### src/rtl/mvp_pkg.sv
package mvp_pkg;
   localparam int REG_W     = 16;
   localparam int ADDR_W    = 5;
   localparam int HDR_BITS  = 12;
   localparam int DATA_BITS = 16;
   localparam int N_REGS    = 16;
   localparam int STAT_W    = 9;

   localparam logic [1:0] OP_RD = 2'b10;
   localparam logic [1:0] OP_WR = 2'b01;

   localparam logic [ADDR_W-1:0] A_ID_HI   = 5'd2;
   localparam logic [ADDR_W-1:0] A_ID_LO   = 5'd3;
   localparam logic [ADDR_W-1:0] A_ADV     = 5'd4;
   localparam logic [ADDR_W-1:0] A_ROUTE_A = 5'd5;
   localparam logic [ADDR_W-1:0] A_ROUTE_B = 5'd6;
   localparam logic [ADDR_W-1:0] A_CTL     = 5'd7;
   localparam logic [ADDR_W-1:0] A_STAT    = 5'd8;
   localparam logic [ADDR_W-1:0] A_MAC_HI  = 5'd9;
   localparam logic [ADDR_W-1:0] A_MAC_MI  = 5'd10;
   localparam logic [ADDR_W-1:0] A_MAC_LO  = 5'd11;
   localparam logic [ADDR_W-1:0] A_MMD_C   = 5'd13;
   localparam logic [ADDR_W-1:0] A_MMD_D   = 5'd14;

   // entries holding writable storage
   localparam logic [N_REGS-1:0] RW_MASK = 16'b0110_0000_1111_0000;

   typedef enum logic [2:0] {
      ST_IDLE,
      ST_START,
      ST_HDR,
      ST_TA,
      ST_DATA
   } mvp_state_e;
endpackage

### src/rtl/mvp_sync.sv
module mvp_sync #(
   parameter int               WIDTH   = 1,
   parameter int               STAGES  = 2,
   parameter logic [WIDTH-1:0] RST_VAL = '0
) (
   input  logic             clk,
   input  logic             rst_n,
   input  logic [WIDTH-1:0] d,
   output logic [WIDTH-1:0] q
);
   localparam int CHAIN_W = WIDTH * STAGES;

   generate
      if (STAGES < 2) begin : g_bad_depth
         $error("mvp_sync: STAGES must be at least 2");
      end
   endgenerate

   logic [CHAIN_W-1:0] chain;

   always_ff @(posedge clk or negedge rst_n) begin
      if (!rst_n) chain <= {STAGES{RST_VAL}};
      else        chain <= {chain[CHAIN_W-WIDTH-1:0], d};
   end

   assign q = chain[CHAIN_W-1 -: WIDTH];
endmodule

### src/rtl/mvp_frame.sv
module mvp_frame
   import mvp_pkg::*;
#(
   parameter logic [ADDR_W-1:0] PHY_ADDR = 5'd7,
   parameter int                PRE_LEN  = 32
) (
   input  logic              clk,
   input  logic              rst_n,
   input  logic              bit_stb,
   input  logic              bit_val,
   output logic [ADDR_W-1:0] acc_addr,
   output logic              wr_stb,
   output logic [REG_W-1:0]  wr_data,
   input  logic [REG_W-1:0]  rd_data,
   output logic              mdio_out,
   output logic              mdio_oe
);
   localparam int PRE_W = $clog2(PRE_LEN + 1);
   localparam int CNT_W = $clog2(DATA_BITS) + 1;
   localparam logic [PRE_W-1:0] PRE_FULL = PRE_W'(PRE_LEN);
   localparam logic [CNT_W-1:0] HDR_LAST = CNT_W'(HDR_BITS - 1);
   localparam logic [CNT_W-1:0] DAT_LAST = CNT_W'(DATA_BITS - 1);

   mvp_state_e             state;
   logic [PRE_W-1:0]       pre_cnt;
   logic [CNT_W-1:0]       cnt;
   logic [HDR_BITS-1:0]    hdr;
   logic [HDR_BITS-1:0]    hdr_next;
   logic [REG_W-1:0]       rd_shift;
   logic [REG_W-1:0]       wr_shift;
   logic                   do_rd;
   logic                   do_wr;
   logic                   phy_hit;

   assign hdr_next = {hdr[HDR_BITS-2:0], bit_val};
   assign phy_hit  = (hdr_next[2*ADDR_W-1:ADDR_W] == PHY_ADDR);

   always_ff @(posedge clk or negedge rst_n) begin
      if (!rst_n) begin
         state    <= ST_IDLE;
         pre_cnt  <= '0;
         cnt      <= '0;
         hdr      <= '0;
         rd_shift <= '0;
         wr_shift <= '0;
         do_rd    <= 1'b0;
         do_wr    <= 1'b0;
         acc_addr <= '0;
         wr_stb   <= 1'b0;
         wr_data  <= '0;
         mdio_out <= 1'b0;
         mdio_oe  <= 1'b0;
      end else begin
         wr_stb <= 1'b0;
         if (bit_stb) begin
            unique case (state)
               ST_IDLE: begin
                  if (bit_val) begin
                     if (pre_cnt != PRE_FULL) pre_cnt <= pre_cnt + 1'b1;
                  end else begin
                     if (pre_cnt == PRE_FULL) state <= ST_START;
                     pre_cnt <= '0;
                  end
               end
               ST_START: begin
                  cnt   <= '0;
                  state <= bit_val ? ST_HDR : ST_IDLE;
               end
               ST_HDR: begin
                  hdr <= hdr_next;
                  cnt <= cnt + 1'b1;
                  if (cnt == HDR_LAST) begin
                     state    <= ST_TA;
                     cnt      <= '0;
                     acc_addr <= hdr_next[ADDR_W-1:0];
                     do_rd    <= phy_hit && (hdr_next[HDR_BITS-1 -: 2] == OP_RD);
                     do_wr    <= phy_hit && (hdr_next[HDR_BITS-1 -: 2] == OP_WR);
                  end
               end
               ST_TA: begin
                  cnt <= cnt + 1'b1;
                  if (cnt == '0) begin
                     // end of first turnaround bit: snapshot, drive 0
                     rd_shift <= rd_data;
                     if (do_rd) begin
                        mdio_oe  <= 1'b1;
                        mdio_out <= 1'b0;
                     end
                  end else begin
                     state    <= ST_DATA;
                     cnt      <= '0;
                     mdio_out <= rd_shift[REG_W-1];
                     rd_shift <= {rd_shift[REG_W-2:0], 1'b0};
                  end
               end
               ST_DATA: begin
                  cnt      <= cnt + 1'b1;
                  wr_shift <= {wr_shift[REG_W-2:0], bit_val};
                  if (cnt == DAT_LAST) begin
                     state    <= ST_IDLE;
                     cnt      <= '0;
                     pre_cnt  <= '0;
                     mdio_oe  <= 1'b0;
                     mdio_out <= 1'b0;
                     if (do_wr) begin
                        wr_stb  <= 1'b1;
                        wr_data <= {wr_shift[REG_W-2:0], bit_val};
                     end
                  end else begin
                     mdio_out <= rd_shift[REG_W-1];
                     rd_shift <= {rd_shift[REG_W-2:0], 1'b0};
                  end
               end
               default: state <= ST_IDLE;
            endcase
         end
      end
   end
endmodule

### src/rtl/mvp_regs.sv
module mvp_regs
   import mvp_pkg::*;
#(
   parameter logic [REG_W-1:0] ID_HI     = 16'h2A5C,
   parameter logic [REG_W-1:0] ID_LO     = 16'h91E0,
   parameter logic [REG_W-1:0] ADV_RST   = 16'h01E1,
   parameter logic [7:0]       KEY_WDOG  = 8'hE5,
   parameter logic [7:0]       KEY_EXTRA = 8'hA5,
   parameter int               CAP_WAIT  = 2
) (
   input  logic              clk,
   input  logic              rst_n,
   input  logic              wr_stb,
   input  logic [ADDR_W-1:0] acc_addr,
   input  logic [REG_W-1:0]  wr_data,
   output logic [REG_W-1:0]  rd_data,
   input  logic [STAT_W-1:0] stat_s,
   input  logic [47:0]       mac_addr,
   input  logic              mac_valid,
   output logic [REG_W-1:0]  reg_adv,
   output logic [REG_W-1:0]  reg_route_a,
   output logic [REG_W-1:0]  reg_route_b,
   output logic [REG_W-1:0]  reg_ctl,
   output logic [REG_W-1:0]  reg_mmd_ctl,
   output logic [REG_W-1:0]  reg_mmd_data,
   output logic              wdog_en,
   output logic              extra_en
);
   localparam int IDX_W = $clog2(N_REGS);
   localparam int CAP_W = $clog2(CAP_WAIT + 2);
   localparam logic [CAP_W-1:0] CAP_LAST = CAP_W'(CAP_WAIT);

   // stat_s: {pg, wd_event, noseq, boot[1:0], irq[3:0]}
   logic [3:0]       irq_s;
   logic [1:0]       boot_s;
   logic             noseq_s, wd_s, pg_s;
   logic [REG_W-1:0] rw_q [N_REGS];
   logic [IDX_W-1:0] idx;
   logic             in_file;
   logic [CAP_W-1:0] cap_cnt;
   logic             boot_cap, noseq_cap;
   logic [REG_W-1:0] status;

   assign {pg_s, wd_s, noseq_s, boot_s, irq_s} = stat_s;
   assign idx     = acc_addr[IDX_W-1:0];
   assign in_file = (acc_addr < ADDR_W'(N_REGS));

   function automatic logic [REG_W-1:0] reset_of(input int i);
      return (i == int'(A_ADV)) ? ADV_RST : '0;
   endfunction

   always_ff @(posedge clk or negedge rst_n) begin
      if (!rst_n) begin
         for (int i = 0; i < N_REGS; i++) rw_q[i] <= reset_of(i);
      end else if (wr_stb && in_file && RW_MASK[idx]) begin
         rw_q[idx] <= wr_data;
      end
   end

   always_ff @(posedge clk or negedge rst_n) begin
      if (!rst_n) begin
         wdog_en  <= 1'b0;
         extra_en <= 1'b0;
      end else if (wr_stb && acc_addr == A_CTL) begin
         if (wr_data[15:8] == KEY_WDOG)  wdog_en  <= 1'b1;
         if (wr_data[15:8] == KEY_EXTRA) extra_en <= 1'b1;
      end
   end

   // one-time capture once the synchronizers hold real input values
   always_ff @(posedge clk or negedge rst_n) begin
      if (!rst_n) begin
         cap_cnt   <= '0;
         boot_cap  <= 1'b0;
         noseq_cap <= 1'b0;
      end else if (cap_cnt != CAP_LAST + 1'b1) begin
         cap_cnt <= cap_cnt + 1'b1;
         if (cap_cnt == CAP_LAST) begin
            boot_cap  <= boot_s[1];
            noseq_cap <= noseq_s;
         end
      end
   end

   assign status = {mac_valid, wdog_en | extra_en, pg_s, wd_s, noseq_cap,
                    noseq_s, boot_s[1], boot_s[0], boot_cap, 3'b000, irq_s};

   always_comb begin
      unique case (acc_addr)
         A_ID_HI:  rd_data = ID_HI;
         A_ID_LO:  rd_data = ID_LO;
         A_STAT:   rd_data = status;
         A_MAC_HI: rd_data = mac_addr[47:32];
         A_MAC_MI: rd_data = mac_addr[31:16];
         A_MAC_LO: rd_data = mac_addr[15:0];
         default:  rd_data = (in_file && RW_MASK[idx]) ? rw_q[idx] : '0;
      endcase
   end

   assign reg_adv      = rw_q[A_ADV[IDX_W-1:0]];
   assign reg_route_a  = rw_q[A_ROUTE_A[IDX_W-1:0]];
   assign reg_route_b  = rw_q[A_ROUTE_B[IDX_W-1:0]];
   assign reg_ctl      = rw_q[A_CTL[IDX_W-1:0]];
   assign reg_mmd_ctl  = rw_q[A_MMD_C[IDX_W-1:0]];
   assign reg_mmd_data = rw_q[A_MMD_D[IDX_W-1:0]];
endmodule

### src/rtl/mdio_vphy_regs.sv
module mdio_vphy_regs
   import mvp_pkg::*;
#(
   parameter logic [ADDR_W-1:0] PHY_ADDR    = 5'd7,
   parameter int                PRE_LEN     = 32,
   parameter int                SYNC_STAGES = 2,
   parameter logic [REG_W-1:0]  ID_HI       = 16'h2A5C,
   parameter logic [REG_W-1:0]  ID_LO       = 16'h91E0,
   parameter logic [REG_W-1:0]  ADV_RST     = 16'h01E1,
   parameter logic [7:0]        KEY_WDOG    = 8'hE5,
   parameter logic [7:0]        KEY_EXTRA   = 8'hA5
) (
   input  logic        clk,
   input  logic        rst_n,
   input  logic        mdc,
   input  logic        mdio_in,
   output logic        mdio_out,
   output logic        mdio_oe,
   input  logic [3:0]  irq_in,
   input  logic [1:0]  boot_in,
   input  logic        noseq_in,
   input  logic        wd_event_in,
   input  logic        pg_aux_in,
   input  logic [47:0] mac_addr,
   input  logic        mac_valid,
   output logic [15:0] reg_adv,
   output logic [15:0] reg_route_a,
   output logic [15:0] reg_route_b,
   output logic [15:0] reg_ctl,
   output logic [15:0] reg_mmd_ctl,
   output logic [15:0] reg_mmd_data,
   output logic        wdog_en,
   output logic        extra_en
);
   generate
      if (PRE_LEN < 1 || PRE_LEN > 64) begin : g_bad_pre
         $error("mdio_vphy_regs: PRE_LEN out of range 1..64");
      end
      if (KEY_WDOG == KEY_EXTRA) begin : g_bad_keys
         $error("mdio_vphy_regs: the two key values must differ");
      end
   endgenerate

   logic              mdc_s, mdio_s, mdc_d, mdc_rise;
   logic [ADDR_W-1:0] acc_addr;
   logic              wr_stb;
   logic [REG_W-1:0]  wr_data;
   logic [REG_W-1:0]  rd_data;
   logic [STAT_W-1:0] stat_s;

   mvp_sync #(.WIDTH(2), .STAGES(SYNC_STAGES), .RST_VAL(2'b01)) u_bus_sync (
      .clk(clk), .rst_n(rst_n), .d({mdc, mdio_in}), .q({mdc_s, mdio_s})
   );

   mvp_sync #(.WIDTH(STAT_W), .STAGES(SYNC_STAGES), .RST_VAL('0)) u_stat_sync (
      .clk(clk), .rst_n(rst_n),
      .d({pg_aux_in, wd_event_in, noseq_in, boot_in, irq_in}),
      .q(stat_s)
   );

   always_ff @(posedge clk or negedge rst_n) begin
      if (!rst_n) mdc_d <= 1'b0;
      else        mdc_d <= mdc_s;
   end
   assign mdc_rise = mdc_s & ~mdc_d;

   mvp_frame #(.PHY_ADDR(PHY_ADDR), .PRE_LEN(PRE_LEN)) u_frame (
      .clk(clk), .rst_n(rst_n), .bit_stb(mdc_rise), .bit_val(mdio_s),
      .acc_addr(acc_addr), .wr_stb(wr_stb), .wr_data(wr_data),
      .rd_data(rd_data), .mdio_out(mdio_out), .mdio_oe(mdio_oe)
   );

   mvp_regs #(
      .ID_HI(ID_HI), .ID_LO(ID_LO), .ADV_RST(ADV_RST),
      .KEY_WDOG(KEY_WDOG), .KEY_EXTRA(KEY_EXTRA), .CAP_WAIT(SYNC_STAGES)
   ) u_regs (
      .clk(clk), .rst_n(rst_n), .wr_stb(wr_stb), .acc_addr(acc_addr),
      .wr_data(wr_data), .rd_data(rd_data), .stat_s(stat_s),
      .mac_addr(mac_addr), .mac_valid(mac_valid),
      .reg_adv(reg_adv), .reg_route_a(reg_route_a), .reg_route_b(reg_route_b),
      .reg_ctl(reg_ctl), .reg_mmd_ctl(reg_mmd_ctl), .reg_mmd_data(reg_mmd_data),
      .wdog_en(wdog_en), .extra_en(extra_en)
   );
endmodule

### config.mk
export PLATFORM = sky130hd
export DESIGN_NAME = mdio_vphy_regs
export DESIGN_NICKNAME = d
export VERILOG_FILES = /design/src/rtl/mvp_pkg.sv /design/src/rtl/mvp_sync.sv /design/src/rtl/mvp_frame.sv /design/src/rtl/mvp_regs.sv /design/src/rtl/mdio_vphy_regs.sv
export SDC_FILE = /design/constraint.sdc
export NUM_CORES = 1
export LEC_CHECK = 0
export BUFFER_PORTS_ARGS = -buffer_cell sky130_fd_sc_hd__buf_2
export CAP_MARGIN = 20
export CORE_MARGIN = 4
export CORE_UTILIZATION = 50
export CTS_BUF_LIST = sky130_fd_sc_hd__clkbuf_2
export DETAILED_ROUTE_END_ITERATION = 8
export GPL_ROUTABILITY_DRIVEN = 0
export PLACE_DENSITY = 0.69
export SLEW_MARGIN = 20
export SYNTH_ARGS = -nofsm -noshare
export SYNTH_HDL_FRONTEND = slang
export SYNTH_SLANG_ARGS = --single-unit
### constraint.sdc
create_clock -name clk -period 7.7 [get_ports clk]
set_input_delay 0.385 -clock clk [delete_from_list [all_inputs] [get_ports clk]]
set_output_delay 0.385 -clock clk [all_outputs]
set_load 0.03 [all_outputs]
# Yosys cells after proc, flatten, opt, wreduce, memory -nomap -nowiden
# Memories as Yosys holds them, arrays and structs flattened.
# Index checks and enable logic that the tools add are counted.
classes:
  eq_ne: 32
  mux: 39
  mul: 0
  reduce_logical: 25
  n_lt_le_gt_ge: 4
  shifts: 0
  add_sub_neg: 3
  bitwise: 4
  n_div: 0
op_table:
  columns: ["op", "count"]
  rows:
  - ["$bwmux 256", 1]
  - ["$mux 16", 6]
  - ["$pmux 16 s6", 1]
  - ["$bmux 16 s4", 1]
  - ["$demux 16 s4", 1]
  - ["$pmux 16 s2", 1]
  - ["$eq 5x4->1 const B", 6]
  - ["$pmux 5 s4", 1]
  - ["$mux 6", 3]
  - ["$eq 8x8->1 const B", 2]
  - ["$mux 3", 5]
  - ["$mux 5", 3]
  - ["$pmux 3 s5", 1]
  - ["$pmux 6 s2", 1]
  - ["$reduce_and 2->1", 6]
  - ["$mux 1", 11]
  - ["$eq 5x2->1 const B", 2]
  - ["$eq 5x3->1 const B", 2]
  - ["$ne 2x1->1 const B", 5]
  - ["$reduce_and 3->1", 3]
  - ["$ne 2x2->1 const B", 4]
  - ["$reduce_and 4->1", 2]
  - ["$logic_and 1x1->1", 7]
  - ["$add 6x1->6 const B", 1]
  - ["other kinds (26)", 31]
totals:
  memories: 1
  latchBits: 0
  romBits: 16
  in_bits: 62
  out_inout_bits: 100
  ff_bits: 367
  wordCells: 145
  ramBits: 0
memory_table:
  columns: ["memory", "words", "width", "read_ports", "rd_ports_with_merged_regs", "wr", "line_no", "source"]
  rows:
  - ["(no name shown)", 16, 1, 1, 0, 0, "mvp_regs.sv:55", "end else if (wr_stb && in_file && RW_MASK[idx]) begin"]

# Logic depth before layout (Yosys ltp)
logic_depth:
  depth_word: 8
  mapped_depth: 11
  ltp_nobuf: 9

# By module
# A second synthesis with hierarchy kept.
unflattened:
  cells_unflattened: 906
  area_unflattened_um2: 12184.2
by_module_without_submodules:
  columns: ["module", "cells_per_inst", "instances", "seq_area_each_um2", "area_per_inst_um2"]
  rows:
  - ["mvp_regs", 553, 1, 3359.5, 7654.8]
  - ["mvp_frame", 318, 1, 2052.0, 3854.9]
  - ["mvp_sync at u_stat_sync", 27, 1, 450.4, 518.0]
  - ["mvp_sync at u_bus_sync", 6, 1, 102.6, 117.6]
  - ["mdio_vphy_regs", 2, 1, 25.0, 38.8]

# Worst setup path after synthesis
# Ideal clock, no wire load.
synth_timing:
  kind: "register -> register"
  startpoint: "register u_frame.acc_addr[1]"
  endpoint: "register u_regs.rw_q, in the netlist u_regs.reg_mmd_ctl[10]"
  required_time_ns: 7.575
  synth_period_minus_slack_ns: 2.397
  path_stages_with_launch: 10
  setup_time_ns: 0.125
  t_arrival_ns: 2.273
  path_slack_ns: 5.303
  path_buffers: 3
  path_cell_list: "dfrtp_1 buf_2 buf_1 inv_1 ha_1 nand2_1 nor3_2 nand2_2 buf_2 mux2_2"
synth_via:
  elab_chain_cells: 6
  elab_cells_between_ends: 12
  cone_classes: "order compare (3); mux (4); bitwise (1); reduce/logical (3); memory (1)"
synth_lines:
  columns: ["item", "line_no", "source"]
  rows:
  - ["start: declaration", "mvp_frame.sv:11", "output logic [ADDR_W-1:0] acc_addr,"]
  - ["start signal: assignment", "mvp_frame.sv:75", "acc_addr <= hdr_next[ADDR_W-1:0];"]
  - ["$not 4->5 (implied by the code)", "mvp_regs.sv:56", "rw_q[idx] <= wr_data;"]
  - ["$ge 5x5->1 (implied by the code) or $lt 5x1->1 (tied branches)", "mvp_regs.sv:56", null]
  - ["$logic_and 1x1->1 (implied by the code)", "mvp_regs.sv:56", null]
  - ["$mux 16 (implied by the code)", "mvp_regs.sv:56", null]
  - ["$demux 16 s4", "mvp_regs.sv:56", null]
  - ["$bwmux 256", "mvp_regs.sv:56", null]
  - ["end signal: indexed assignment", "mvp_regs.sv:56", null]
  - ["end: declaration", "mvp_regs.sv:37", "logic [REG_W-1:0] rw_q [N_REGS];"]
# Several ways; a longest one is shown, not always the timed one. The select of a mux whose other input is x is not followed.
# A chain may end at the register's enable or synchronous reset.

# Final worst setup path
layout_timing:
  startpoint: "register u_frame.acc_addr[0]"
  endpoint: "register u_frame.rd_shift[12]"
layout_via:
  elab_chain_cells: 8
  elab_cells_between_ends: 18
  cone_classes: "order compare (1); eq/ne (6); mux (8); bitwise (1); reduce/logical (1); memory (1)"
layout_lines:
  columns: ["item", "line_no", "source"]
  rows:
  - ["$not 4->5 (implied by the code)", "mvp_regs.sv:96", "default: rd_data = (in_file && RW_MASK[idx]) ? rw_q[idx] : '0;"]
  - ["$bmux 16 s4", "mvp_regs.sv:96", null]
  - ["$mux 16 (implied by the code) (2 in a row)", "mvp_regs.sv:96", null]
  - ["$mux 16", "mvp_regs.sv:96", null]
  - ["$pmux 16 s6 *", "mvp_regs.sv:89", "unique case (acc_addr)"]
  - ["$mux 16 *", "mvp_frame.sv:82", "if (cnt == '0) begin"]
  - ["$pmux 16 s2 *", "mvp_frame.sv:56", "unique case (state)"]
  - ["end signal: assignment", "mvp_frame.sv:84", "rd_shift <= rd_data;"]
  - ["end signal: assignment", "mvp_frame.sv:93", "rd_shift <= {rd_shift[REG_W-2:0], 1'b0};"]
  - ["end signal: assignment", "mvp_frame.sv:111", "rd_shift <= {rd_shift[REG_W-2:0], 1'b0};"]
  - ["end: declaration", "mvp_frame.sv:29", "logic [REG_W-1:0] rd_shift;"]
# Every way passes the cells marked *; elsewhere a longest branch is shown, timed or not. The select of a mux whose other input is x is not followed.

==> impl_metrics.json <==
{
  "vias": 9728,
  "clk_path_buf_depth": 3,
  "path_clk_slew_ns": 0.11,
  "regArea_um2": 9200,
  "overflow": 0,
  "hp-start": "boot_in[1]",
  "rrSetupSlack_ns": 3.07,
  "area_delta_synth_final_pct": 8.43,
  "arrival_ns": 5.44,
  "clock_skew_ns": 0.0764,
  "die-area_um2": 35200,
  "power.leakage_uw": 0.00884,
  "ys.flop_type": "dfrtp_1",
  "r2r_cells": 9,
  "clock_latency_ns": 0.96,
  "placedCellCount": 1506,
  "drv_cap": 0,
  "dp_slack_ns": 4.17,
  "seq_area_frac_synth": 0.569,
  "drive_gt1_frac": 0.440,
  "fin_crit_sh": 0.601,
  "tightestPinTransition_ns": 1.12,
  "die_x_um": 188,
  "fin_ws_ns": 3.07,
  "antenna_found_initial": 1,
  "syn_nets": 1292,
  "synth_edf_count": 0,
  "drt-vias-per-instance": 5.65,
  "final_hold_viol_count": 0,
  "cts_tree": "yes",
  "synth_seq_cells": 367,
  "grt_pass1_vias": 10213,
  "core_um2": 31700,
  "required_ns": 8.52,
  "cts_resized": 0,
  "max_stage_delay_ns": 0.97,
  "wl_met2_mm": 17.9,
  "wl_met3_mm": 2.32,
  "synth_top_cell_by_area": "dfrtp_1",
  "drt_first_iter_violations": 776,
  "htree_levels": 3,
  "grt_first_pass_wirelength_mm": 59.5,
  "fin_crit_ns": 4.63,
  "fp.dieH_um": 188,
  "wl_met1_mm": 17.0,
  "synth_cell_types": 61,
  "grt_util_all_layers": 0.216,
  "critPathKind": "reg -> reg",
  "outcome": "completed",
  "cp_cell_sequence": "buf_4 > ha_1 > nor4bb_4 > a22oi_1 > dlygate4sd3_1 > nand3_1 > dlygate4sd3_1 > a21oi_1 > o21ai_1",
  "timing.rr.start": "u_frame.acc_addr[0]",
  "setup_tns_ns": 0,
  "startpoint_type": "flop",
  "syn_avg_cell_area_um2": 13.3,
  "synth.area.top_cells": "dfrtp_1, mux2_2, mux4_2",
  "rsz0062_at_grt": "no",
  "cp_slowest_cell": "nor4bb_4",
  "slew_viol_final": 0,
  "yosysWarningCount": 0,
  "syn_inst": 1218,
  "wl_per_cell_um": 22.1,
  "start_util": 0.509,
  "synthArstFlopShare": 1.00,
  "stdcell_count": 1722,
  "first_pass_iters": 5,
  "critPathMaxFanout": 48,
  "hp-class": "in -> reg",
  "hold_end": "u_stat_sync.chain[5]",
  "portBuffers": 161,
  "maxSlewHeadroom": 0.248,
  "top_layer": "met4",
  "hold_depth": 2,
  "num_rows": 65,
  "antenna_left": 0,
  "cts_buffers": 93,
  "power.density_nw_per_um2": 193,
  "nFillCells": 2615,
  "setup_viol": 0,
  "dpl.hpwl_mm": 24.4,
  "cts_sinks": 367,
  "whs_ns": 0.0940,
  "io_pins": 162,
  "post-cts-setup-buffers": 0,
  "grt_max_degree": 182,
  "totalWireLength_mm": 38.1,
  "root_buffer": "clkbuf_2",
  "drc": 0,
  "clock.fmax_mhz": 216,
  "fin_nets": 1328,
  "rr_endpoint": "u_frame.rd_shift[12]",
  "crit_top_cell": "dlygate4sd3_1",
  "ir_worst_vdd_v": 0.000105,
  "syn_area_um2": 16100,
  "end_kind": "flop",
  "yosysTopAreaCellShare": 0.558,
  "multiInputGateArea_um2": 5430
}
[worst max-delay path by stage]
stage	start	endpoint	slack (ns)
floorplan	u_frame.acc_addr[1]	u_regs.reg_mmd_ctl[10]	5.30
global route	u_frame.acc_addr[0]	u_frame.rd_shift[10]	2.63
CTS	u_frame.acc_addr[0]	u_frame.rd_shift[1]	3.07
detailed placement	u_frame.acc_addr[0]	u_frame.rd_shift[2]	4.17
finish	u_frame.acc_addr[0]	u_frame.rd_shift[12]	3.07
global placement	u_frame.acc_addr[0]	u_frame.rd_shift[1]	4.21
[Yosys cell counts (all sizes together) (6+ instances only)]
cell,count
nand3,19
dfstp,7
ha,12
clkbuf,150
a22oi,55
inv,15
nor2,13
mux4,64
o21ai,57
nand2,68
nor3,9
nor2b,6
dfrtp,360
mux2,169
a21oi,21
buf,134
[report_power, final]
group / leakage, uW / switching [uW] / internal (uW) / total (uW)
Clock: 0.000642 / 787 / 562 / 1350
Combinational: 0.00325 / 52.1 / 27.4 / 79.4
Sequential: 0.00496 / 7.42 / 1940 / 1940
[through the flow]
step	instance area [um^2]	util	total power (uW)
after floorplan	16100	-	1990
after global placement	16100	0.507	2050
after detailed placement	16100	0.507	2050
after CTS	17500	0.551	3420
after global routing	17500	0.552	3540
final	17500	0.552	3370
[cell type report]
| class | instances | area share |
|---|---|---|
| clock buffer | 132 | 0.0377 |
| clock inverter | 28 | 0.0114 |
| sequential | 367 | 0.525 |
| inverter | 15 | 0.00322 |
| multi-input combinational | 552 | 0.310 |
| tap | 402 | 0.0287 |
| timing repair buffer | 225 | 0.0831 |
| antenna | 1 | 0.000143 |
[cells by family after synthesis]
| logic type | after synthesis | synth area share |
|---|---|---|
| muxes | 233 | 0.209 |
| adders and majority gates | 12 | 0.00930 |
| buffers and inverters | 299 | 0.0959 |
| DFF | 367 | 0.569 |
| xor gates and xnor gates | 1 | 0.000543 |
| and+or+nand+nor | 150 | 0.0529 |
| AOI/OAI and AO/OA | 156 | 0.0632 |
[cell usage in the layout, fill, tap and decap left out, types with 6 or more instances in the layout]
master         Yosys  final
dlygate4sd3_1      0     54
nand3_1           19     19
mux4_2            64     64
clkinv_1           0     19
dfrtp_1          360    358
a22oi_1           55     55
buf_4            100      7
buf_2             27    160
nor2_1            11     10
ha_1              12     12
nand2_1           62     62
a21oi_1           21     21
o21ai_0           48     48
inv_1             15     15
nor3_1             6      6
o21ai_1            9      9
dfstp_2            7      7
mux2_2           162    162
mux2_4             7      7
clkbuf_2           0    132
[routing by layer]
metal / track usage / vias to the layer above
met3: 0.0566 / 77
li1: - / 4260
met5: 0 / -
met4: 0.0601 / 0
met2: 0.334 / 378
met1: 0.307 / 5013
[repair_timing]
action / CTS / global route
hold buffers: 54 / 0
endpoints found under the setup margin: 0 / 0
hold endpoints to repair: 131 / 0
[registers in the layout (all words and copies together), names as in the netlist, 2 cells and up]
signal,count
u_regs.rw_q,160
u_stat_sync.chain,18
u_frame.rd_shift,16
u_frame.wr_data,16
u_regs.reg_adv,16
u_regs.reg_ctl,16
u_regs.reg_mmd_ctl,16
u_regs.reg_mmd_data,16
u_regs.reg_route_a,16
u_regs.reg_route_b,16
u_frame.wr_shift,15
u_frame.hdr,11
u_frame.pre_cnt,6
u_frame.acc_addr,5
u_frame.cnt,5
u_bus_sync.chain,4
u_frame.state,3
u_regs.cap_cnt,2
[worst max-delay path, delay by kind of cell, from the launching register on]
kind / cells / cell delay (ns)
and+or+nand+nor: 2 / 1.05
buffers and inverters: 3 / 1.98
AOI/OAI and AO/OA: 3 / 0.45
adders and majority gates: 1 / 0.35
DFF: 1 / 0.70
Power figures use the tool's default switching activity.
